### config.mk
export PLATFORM = sky130hd
export DESIGN_NAME = pwr_evt_bank
export DESIGN_NICKNAME = d
export VERILOG_FILES = /design/src/rtl/pwr_evt_pkg.sv /design/src/rtl/pwr_evt_ctrl.sv /design/src/rtl/pwr_evt_dp.sv /design/src/rtl/pwr_evt_bank.sv
export SDC_FILE = /design/constraint.sdc
export NUM_CORES = 1
export LEC_CHECK = 0
export BUFFER_PORTS_ARGS = -buffer_cell sky130_fd_sc_hd__buf_2
export CAP_MARGIN = 10
export CORE_ASPECT_RATIO = 1.2
export CORE_MARGIN = 1.5
export CORE_UTILIZATION = 40
export DETAILED_ROUTE_END_ITERATION = 8
export PLACE_DENSITY = 0.68
export SKIP_LAST_GASP = 1
export SLEW_MARGIN = 20
export SYNTH_ARGS = -nofsm -noshare
export SYNTH_HDL_FRONTEND = slang
export SYNTH_SLANG_ARGS = --single-unit
### constraint.sdc
create_clock -name clk -period 4.2 [get_ports clk]
set_clock_uncertainty 0.2 [all_clocks]
set_input_delay 0.63 -clock clk [delete_from_list [all_inputs] [get_ports clk]]
set_output_delay 0.63 -clock clk [all_outputs]
set_load 0.02 [all_outputs]
### src/rtl/pwr_evt_pkg.sv
package pwr_evt_pkg;

  localparam int STS_OFS = 0;
  localparam int EN_OFS  = 2;
  localparam int CTL_OFS = 4;

  localparam logic [1:0] SZ_BYTE  = 2'd0;
  localparam logic [1:0] SZ_WORD  = 2'd1;
  localparam logic [1:0] SZ_DWORD = 2'd2;

  typedef enum logic [1:0] {
    SEL_NONE = 2'd0,
    SEL_STS  = 2'd1,
    SEL_EN   = 2'd2,
    SEL_CTL  = 2'd3
  } regSel_e;

  typedef struct packed {
    logic    stsClr;
    logic    enWr;
    logic    ctlWr;
    regSel_e rdSel;
  } ctlStrobe_t;

endpackage

### src/rtl/pwr_evt_ctrl.sv
module pwr_evt_ctrl
  import pwr_evt_pkg::*;
#(
  parameter int ADDR_W     = 16,
  parameter int MAIN_BYTES = 64,
  parameter int AUX_BYTES  = 16,
  localparam int MAIN_OFS_W = $clog2(MAIN_BYTES),
  localparam int AUX_OFS_W  = $clog2(AUX_BYTES)
) (
  input  logic [ADDR_W-MAIN_OFS_W-1:0] mainBase,
  input  logic [ADDR_W-AUX_OFS_W-1:0]  auxBase,
  input  logic [ADDR_W-1:0]            ioAddr,
  input  logic [1:0]                   ioSize,
  input  logic                         ioWr,
  output logic                         ioHit,
  output ctlStrobe_t                   strb
);

  logic                  mainHit;
  logic                  auxHit;
  logic [MAIN_OFS_W-1:0] ofs;
  logic [2:0]            sizeBit;
  logic [2:0]            sizeMask;
  logic                  legal;
  regSel_e               sel;

  // Mask of legal sizes for an offset: bit0 byte, bit1 word, bit2 dword.
  function automatic logic [2:0] legalSizes(input logic [MAIN_OFS_W-1:0] o);
    if (o == MAIN_OFS_W'(STS_OFS) || o == MAIN_OFS_W'(EN_OFS) ||
        o == MAIN_OFS_W'(CTL_OFS))
      return 3'b010;
    return 3'b000;
  endfunction

  assign mainHit = (ioAddr[ADDR_W-1:MAIN_OFS_W] == mainBase);
  assign auxHit  = !mainHit && (ioAddr[ADDR_W-1:AUX_OFS_W] == auxBase);
  assign ioHit   = mainHit | auxHit;
  assign ofs     = ioAddr[MAIN_OFS_W-1:0];

  always_comb begin
    unique case (ioSize)
      SZ_BYTE:  sizeBit = 3'b001;
      SZ_WORD:  sizeBit = 3'b010;
      SZ_DWORD: sizeBit = 3'b100;
      default:  sizeBit = 3'b000;
    endcase
  end

  assign sizeMask = legalSizes(ofs);
  assign legal    = mainHit && ((sizeMask & sizeBit) != 3'b000);

  always_comb begin
    sel = SEL_NONE;
    if (legal) begin
      if (ofs == MAIN_OFS_W'(STS_OFS))      sel = SEL_STS;
      else if (ofs == MAIN_OFS_W'(EN_OFS))  sel = SEL_EN;
      else if (ofs == MAIN_OFS_W'(CTL_OFS)) sel = SEL_CTL;
    end
  end

  always_comb begin
    strb.rdSel  = sel;
    strb.stsClr = ioWr && (sel == SEL_STS);
    strb.enWr   = ioWr && (sel == SEL_EN);
    strb.ctlWr  = ioWr && (sel == SEL_CTL);
  end

endmodule

### src/rtl/pwr_evt_dp.sv
module pwr_evt_dp
  import pwr_evt_pkg::*;
#(
  parameter int REG_W  = 16,
  parameter int DATA_W = 32,
  localparam int PAD_W = DATA_W - REG_W
) (
  input  logic              clk,
  input  logic              rstN,
  input  ctlStrobe_t        strb,
  input  logic [REG_W-1:0]  wrData,
  input  logic [REG_W-1:0]  evtPulse,
  output logic [DATA_W-1:0] rdData,
  output logic [REG_W-1:0]  stsQ,
  output logic [REG_W-1:0]  enQ,
  output logic [REG_W-1:0]  ctlQ,
  output logic              irq
);

  // Status bits: an event sets the bit, a write of one clears it, and the
  // set takes priority when both happen in the same cycle.
  for (genvar i = 0; i < REG_W; i++) begin : g_sts
    always_ff @(posedge clk or negedge rstN) begin
      if (!rstN)
        stsQ[i] <= 1'b0;
      else if (evtPulse[i])
        stsQ[i] <= 1'b1;
      else if (strb.stsClr && wrData[i])
        stsQ[i] <= 1'b0;
    end
  end

  always_ff @(posedge clk or negedge rstN) begin
    if (!rstN) begin
      enQ  <= '0;
      ctlQ <= '0;
    end else begin
      if (strb.enWr)  enQ  <= wrData;
      if (strb.ctlWr) ctlQ <= wrData;
    end
  end

  always_comb begin
    unique case (strb.rdSel)
      SEL_STS: rdData = {{PAD_W{1'b0}}, stsQ};
      SEL_EN:  rdData = {{PAD_W{1'b0}}, enQ};
      SEL_CTL: rdData = {{PAD_W{1'b0}}, ctlQ};
      default: rdData = '1;
    endcase
  end

  assign irq = |(stsQ & enQ);

endmodule

### src/rtl/pwr_evt_bank.sv
module pwr_evt_bank
  import pwr_evt_pkg::*;
#(
  parameter int ADDR_W     = 16,
  parameter int MAIN_BYTES = 64,
  parameter int AUX_BYTES  = 16,
  parameter int REG_W      = 16,
  parameter int DATA_W     = 32,
  localparam int MAIN_OFS_W = $clog2(MAIN_BYTES),
  localparam int AUX_OFS_W  = $clog2(AUX_BYTES)
) (
  input  logic                         clk,
  input  logic                         rstN,
  input  logic [ADDR_W-MAIN_OFS_W-1:0] mainBase,
  input  logic [ADDR_W-AUX_OFS_W-1:0]  auxBase,
  input  logic [ADDR_W-1:0]            ioAddr,
  input  logic [1:0]                   ioSize,
  input  logic                         ioWr,
  input  logic [DATA_W-1:0]            ioWrData,
  output logic [DATA_W-1:0]            ioRdData,
  output logic                         ioHit,
  input  logic [REG_W-1:0]             evtPulse,
  output logic                         irq
);

  ctlStrobe_t       strb;
  logic [REG_W-1:0] stsQ;
  logic [REG_W-1:0] enQ;
  logic [REG_W-1:0] ctlQ;
  logic             unusedWrHi;

  // Only word accesses reach a register, so the upper data lanes are idle.
  assign unusedWrHi = ^ioWrData[DATA_W-1:REG_W];

  pwr_evt_ctrl #(
    .ADDR_W    (ADDR_W),
    .MAIN_BYTES(MAIN_BYTES),
    .AUX_BYTES (AUX_BYTES)
  ) u_ctrl (
    .mainBase(mainBase),
    .auxBase (auxBase),
    .ioAddr  (ioAddr),
    .ioSize  (ioSize),
    .ioWr    (ioWr),
    .ioHit   (ioHit),
    .strb    (strb)
  );

  pwr_evt_dp #(
    .REG_W (REG_W),
    .DATA_W(DATA_W)
  ) u_dp (
    .clk     (clk),
    .rstN    (rstN),
    .strb    (strb),
    .wrData  (ioWrData[REG_W-1:0]),
    .evtPulse(evtPulse),
    .rdData  (ioRdData),
    .stsQ    (stsQ),
    .enQ     (enQ),
    .ctlQ    (ctlQ),
    .irq     (irq)
  );

endmodule

Word level (Yosys, flattened, before mapping)

Cells that the tools add are included.

Bits in latches: 0
Memories: 0
Bits in read-only memories: 0
Memory bits (writable): 0
Register bits after elaboration: 48

Reductions and logical operators: 44
Add/subtract/negate cells: 0
Shifts and indexed selects: 0
Muxes and demuxes: 41
Div/mod/pow operators: 0
Magnitude comparators: 0
Bitwise operators: 3
Multiply operators: 0
Equal/unequal tests: 9

Operators with widths:

| cell                                                                  | number |
|---|---|
| 32-bit one-hot mux with 3 select lines                                | 1 |
| 1-bit two-way mux                                                     | 33 |
| 2-bit nonzero test                                                    | 16 |
| 1-bit logical AND                                                     | 21 |
| 16-bit bitwise AND                                                    | 1 |
| 16-bit OR reduction                                                   | 1 |
| 12-bit equality test                                                  | 1 |
| 10-bit equality test                                                  | 1 |
| 3-bit one-hot mux with 3 select lines                                 | 1 |
| 2-bit two-way mux                                                     | 4 |
| 2-bit equality test, second input constant                            | 3 |
| 6-bit by 2-bit equality test with 1-bit output, second input constant | 1 |
| 6-bit by 3-bit equality test with 1-bit output, second input constant | 1 |
| 6-bit logical NOT                                                     | 1 |
| 3-bit two-way mux                                                     | 2 |
| 2-bit by 1-bit equality test with 1-bit output, second input constant | 2 |
| 3-bit bitwise AND                                                     | 1 |
| 3-bit nonzero test                                                    | 1 |
| 2-bit logical NOT                                                     | 1 |
| 1-bit logical OR                                                      | 2 |
| 1-bit logical NOT                                                     | 1 |
| 1-bit bitwise OR                                                      | 1 |

Longest topological paths before layout

Word-level depth: 14
Depth in mapped cells: 7
Mapped depth without buffers: 4

By module

Synthesis repeated with hierarchy kept, for this count alone.

Cells, all modules: 238
Area total of the unflattened synthesis: 2,726.4 µm²

By module, submodules not included:

| module       | area each (µm²) | sequential area each (µm²) | cells an instance | times used |
|---|---|---|---|---|
| pwr_evt_dp   | 2,423.6         | 1,201.2                    | 198               | 1 |
| pwr_evt_ctrl | 302.8           | 0.0                        | 40                | 1 |

Worst setup path after synthesis

No wires, ideal clock.

Path type: in2out
From: in mainBase[3]
To: out ioRdData[17]
Cell stages on the path: 6
Data arrival time: 2,317 ps
Data required time: 3,370 ps
Slack: 1,053 ps
Cell sequence: xnor2_2 > nand4_4 > nor4_4 > buf_2 > nand2_1 > buf_4

Word-level cells in the longest chain between the ends: 5

Ends and longest elaborated chain:

| element                                                                               | line               | text |
|---|---|---|
| start: declaration                                                                    | pwr_evt_bank.sv:14 | `input logic [ADDR_W-MAIN_OFS_W-1:0] mainBase,` |
| 10-bit equality test (*)                                                              | pwr_evt_ctrl.sv:35 | `assign mainHit = (ioAddr[ADDR_W-1:MAIN_OFS_W] == mainBase);` |
| 1-bit logical AND (*)                                                                 | pwr_evt_ctrl.sv:50 | `assign legal = mainHit && ((sizeMask & sizeBit) != 3'b000);` |
| 2-bit two-way mux (*)                                                                 | pwr_evt_ctrl.sv:54 | `if (legal) begin` |
| 2-bit equality test or 2-bit by 1-bit equality test with 1-bit output (tied branches) | pwr_evt_dp.sv:44   | `unique case (strb.rdSel)` |
| 32-bit one-hot mux with 3 select lines (*)                                            | pwr_evt_dp.sv:44   |  |
| end: declaration                                                                      | pwr_evt_bank.sv:20 | `output logic [DATA_W-1:0] ioRdData,` |

Every way passes the cells marked *; elsewhere a longest branch is shown, timed or not.

Final worst setup path

From: in ioAddr[7]
To: out ioRdData[22]

Word-level cells in the longest chain between the ends: 5

Ends and longest elaborated chain:

| element                                                                               | line               | text |
|---|---|---|
| start: declaration                                                                    | pwr_evt_bank.sv:16 | `input logic [ADDR_W-1:0] ioAddr,` |
| 10-bit equality test (*)                                                              | pwr_evt_ctrl.sv:35 |  |
| 1-bit logical AND (*)                                                                 | pwr_evt_ctrl.sv:50 |  |
| 2-bit two-way mux (*)                                                                 | pwr_evt_ctrl.sv:54 |  |
| 2-bit equality test or 2-bit by 1-bit equality test with 1-bit output (tied branches) | pwr_evt_dp.sv:44   |  |
| 32-bit one-hot mux with 3 select lines (*)                                            | pwr_evt_dp.sv:44   |  |

Marked as above.

==> impl_metrics.py <==
metrics = {
    "layout": {
        "final_cell_mix": "buf_2, dfrtp_1, nand2_1, mux2_4, nor2_1",
        "final_util": 0.497,
        "fin_nets": 460,
        "antennaDiodeCount": 0,
        "syn_to_final_growth_pct": 19.7,
        "final_area_mm2": 0.00363,
        "mostFrequentLayoutCell": "buf_2",
        "layout-drive-gt1-share": 0.446,
        "num-fill-cells": 704,
    },
    "global_route": {
        "grt_max_degree": 49,
        "grt_pass1_vias": 2451,
        "overflow": 0,
        "grt_pass1_wl_um": 11800,
        "grt_usage": 0.192,
        "antenna_found_initial": 0,
    },
    "route": {
        "drtAntennaViolNets": 0,
        "first_iter_violations": 119,
        "route.detailed.drc": 0,
        "wl_met2_um": 3780,
        "top_layer": "met4",
        "drt_wl_total_um": 7450,
        "firstDrtPassIters": 4,
        "wl_met1_um": 3030,
        "vias_per_cell": 5.44,
        "vias": 2501,
        "wire_per_inst_um": 16.2,
        "wl_met3_um": 482,
    },
    "sta": {
        "period_minus_slack_ns": 3.32,
        "setup_tns_ns": 0,
        "fmax_mhz": 301,
        "worstMarginPinSlew_ns": 0.676,
        "finalHoldViolCount": 0,
        "finalCritPeriodShare": 0.790,
        "setup_violations": 0,
        "rsz0062_at_grt": "false",
        "report.final.slew_viol_count": 0,
        "slew_headroom": 0.549,
    },
    "die": {
        "coreArea_mm2": 0.00732,
        "rows": 34,
        "die_h_um": 98.4,
        "die_w_um": 82.5,
        "ioPinCount": 125,
        "dieArea_mm2": 0.00813,
        "start_util": 0.415,
    },
    "critical_path": {
        "crit_cells": 6,
        "cpMaxStageDelayCell": "nor4_4",
        "cp.arrival_ns": 2.49,
        "max_stage_delay_ns": 0.59,
        "cp-end-kind": "primary output",
        "crit_top_cell": "buf_2",
        "r2r_cells": 1,
        "crit_chain": "buf_2, xnor2_1, nand4_4, nor4_4, nand2_1, buf_2",
        "cp.required_ns": 3.37,
        "path_class": "in -> out",
        "cp_num_buf_inv": 2,
        "start_kind": "primary input",
        "crit_fanout": 16,
        "crit_family": "simple AND/OR/NAND/NOR gates",
    },
    "synth": {
        "syn_area_mm2": 0.00304,
        "synth_area_per_cell_um2": 11.0,
        "synth_cells": 277,
        "ys_ff_latch": 48,
        "ys_warn_count": 0,
        "seq_area_frac_synth": 0.396,
        "syn-num-nets": 368,
        "yosysUniqueCellTypes": 29,
    },
    "status": {
        "status": "finished, final reports clean",
    },
    "clock_network": {
        "post_cts_buffers": 0,
        "htree_levels": 2,
        "cts_tree": "yes",
        "insertion_delay_ns": 0.29,
        "cts.clk_slew.worst_paths_ns": 0.09,
        "cts_sinks": 48,
        "cts_buffer_depth": 2,
        "hold_buffers": 0,
        "cts_resized": 0,
        "cts_root_buffer": "clkbuf_8",
        "numCtsBuffers": 5,
    },
    "placed_design": {
        "port_buffers": 108,
        "postPlaceCellArea_mm2": 0.00354,
        "gp_congestion": 0.836,
        "dp_hpwl_um": 5280,
    },
    "pwr": {
        "irDropWorstVdd_uv": 204,
        "total_power_mw": 0.875,
        "p_leak_nw": 1.74,
        "power_density_mw_per_mm2": 241,
    },
    "min_path": {
        "hp-class": "in -> async",
    },
    "flow_run": {
        "drv_cap": 0,
    },
}
area by class of cell:
type | instances | area, um2 | area share
clock buffers | 8 | 90.1 | 0.0248
inverters | 16 | 60.1 | 0.0165
multi-input cells | 183 | 1580 | 0.433
flip-flops and latches | 48 | 1200 | 0.330
well taps | 90 | 113 | 0.0310
repair buffers | 115 | 596 | 0.164
logic make-up after synthesis:
kind of cell           Yosys count  share of synthesized area
AO/OA/AOI/OAI                   73                      0.177
XOR/XNOR                        22                     0.0733
buffers and inverters           46                     0.0857
flip-flops                      48                      0.396
multiplexers                    32                      0.143
AND/OR/NAND/NOR                 56                      0.125
per-layer routing:
metal	vias to the layer above	track usage
li1	1172	-
met1	1208	0.248
met2	108	0.317
met3	13	0.0389
met4	0	0.0654
met5	-	0
report_power, final:
part,leakage [nW],switching [mW],internal [mW]
clock,0.0455,0.147,0.135
combinational,1.11,0.0759,0.0558
sequential,0.587,0.0000310,0.462
total,1.74,0.223,0.652
per-stage QoR:
step / hold WS, ns / worst slack, ns / std cells
after global routing: 0.184 / 0.589 / 460
final: 0.145 / 0.883 / 460
after floorplan: 0.134 / 1.05 / 277
after detailed placement: 0.297 / 0.854 / 452
after CTS: 0.317 / 0.844 / 460
after global placement: 0.290 / 0.874 / 452
cell usage after synthesis:
cell,instances,share of area
a21o_1,16,0.040
a221oi_1,4,0.012
a22o_1,4,0.012
a22oi_1,16,0.040
a31oi_1,16,0.033
and2b_1,1,0.0025
buf_2,4,0.0066
buf_4,15,0.037
buf_6,2,0.0074
buf_8,1,0.0049
clkbuf_1,8,0.0099
dfrtp_1,48,0.40
inv_1,16,0.020
mux2_2,12,0.044
mux2_4,20,0.099
nand2_1,20,0.025
nand3_1,1,0.0016
nand4_1,3,0.0062
nand4_4,3,0.021
nor2_1,17,0.021
nor2b_1,2,0.0041
nor4_1,3,0.0062
nor4_4,5,0.035
o211ai_1,16,0.040
o31ai_1,1,0.0025
or4_1,1,0.0025
xnor2_1,6,0.017
xnor2_2,4,0.021
xor2_1,12,0.035
registers in the layout, indices dropped and copies added, names as in the netlist:
name / cells
u_dp.stsQ: 16
u_dp.ctlQ: 16
u_dp.enQ: 16
final timing paths:
path	from	endpoint	slack [ns]
worst max-delay path	ioAddr[7]	ioRdData[22]	0.88
max in group asynchronous	rstN	u_dp.enQ[13]$_DFFE_PN0P_	3.25
min in group clk	u_dp.ctlQ[0]$_DFFE_PN0P_	u_dp.ctlQ[0]$_DFFE_PN0P_	0.32
worst min register to register	u_dp.ctlQ[0]$_DFFE_PN0P_	u_dp.ctlQ[0]$_DFFE_PN0P_	0.32
worst min-delay path	rstN	u_dp.stsQ[1]$_DFFE_PN0P_	0.14
worst max register to register	u_dp.enQ[12]$_DFFE_PN0P_	u_dp.enQ[12]$_DFFE_PN0P_	3.21
Power figures use the tool's default switching activity.
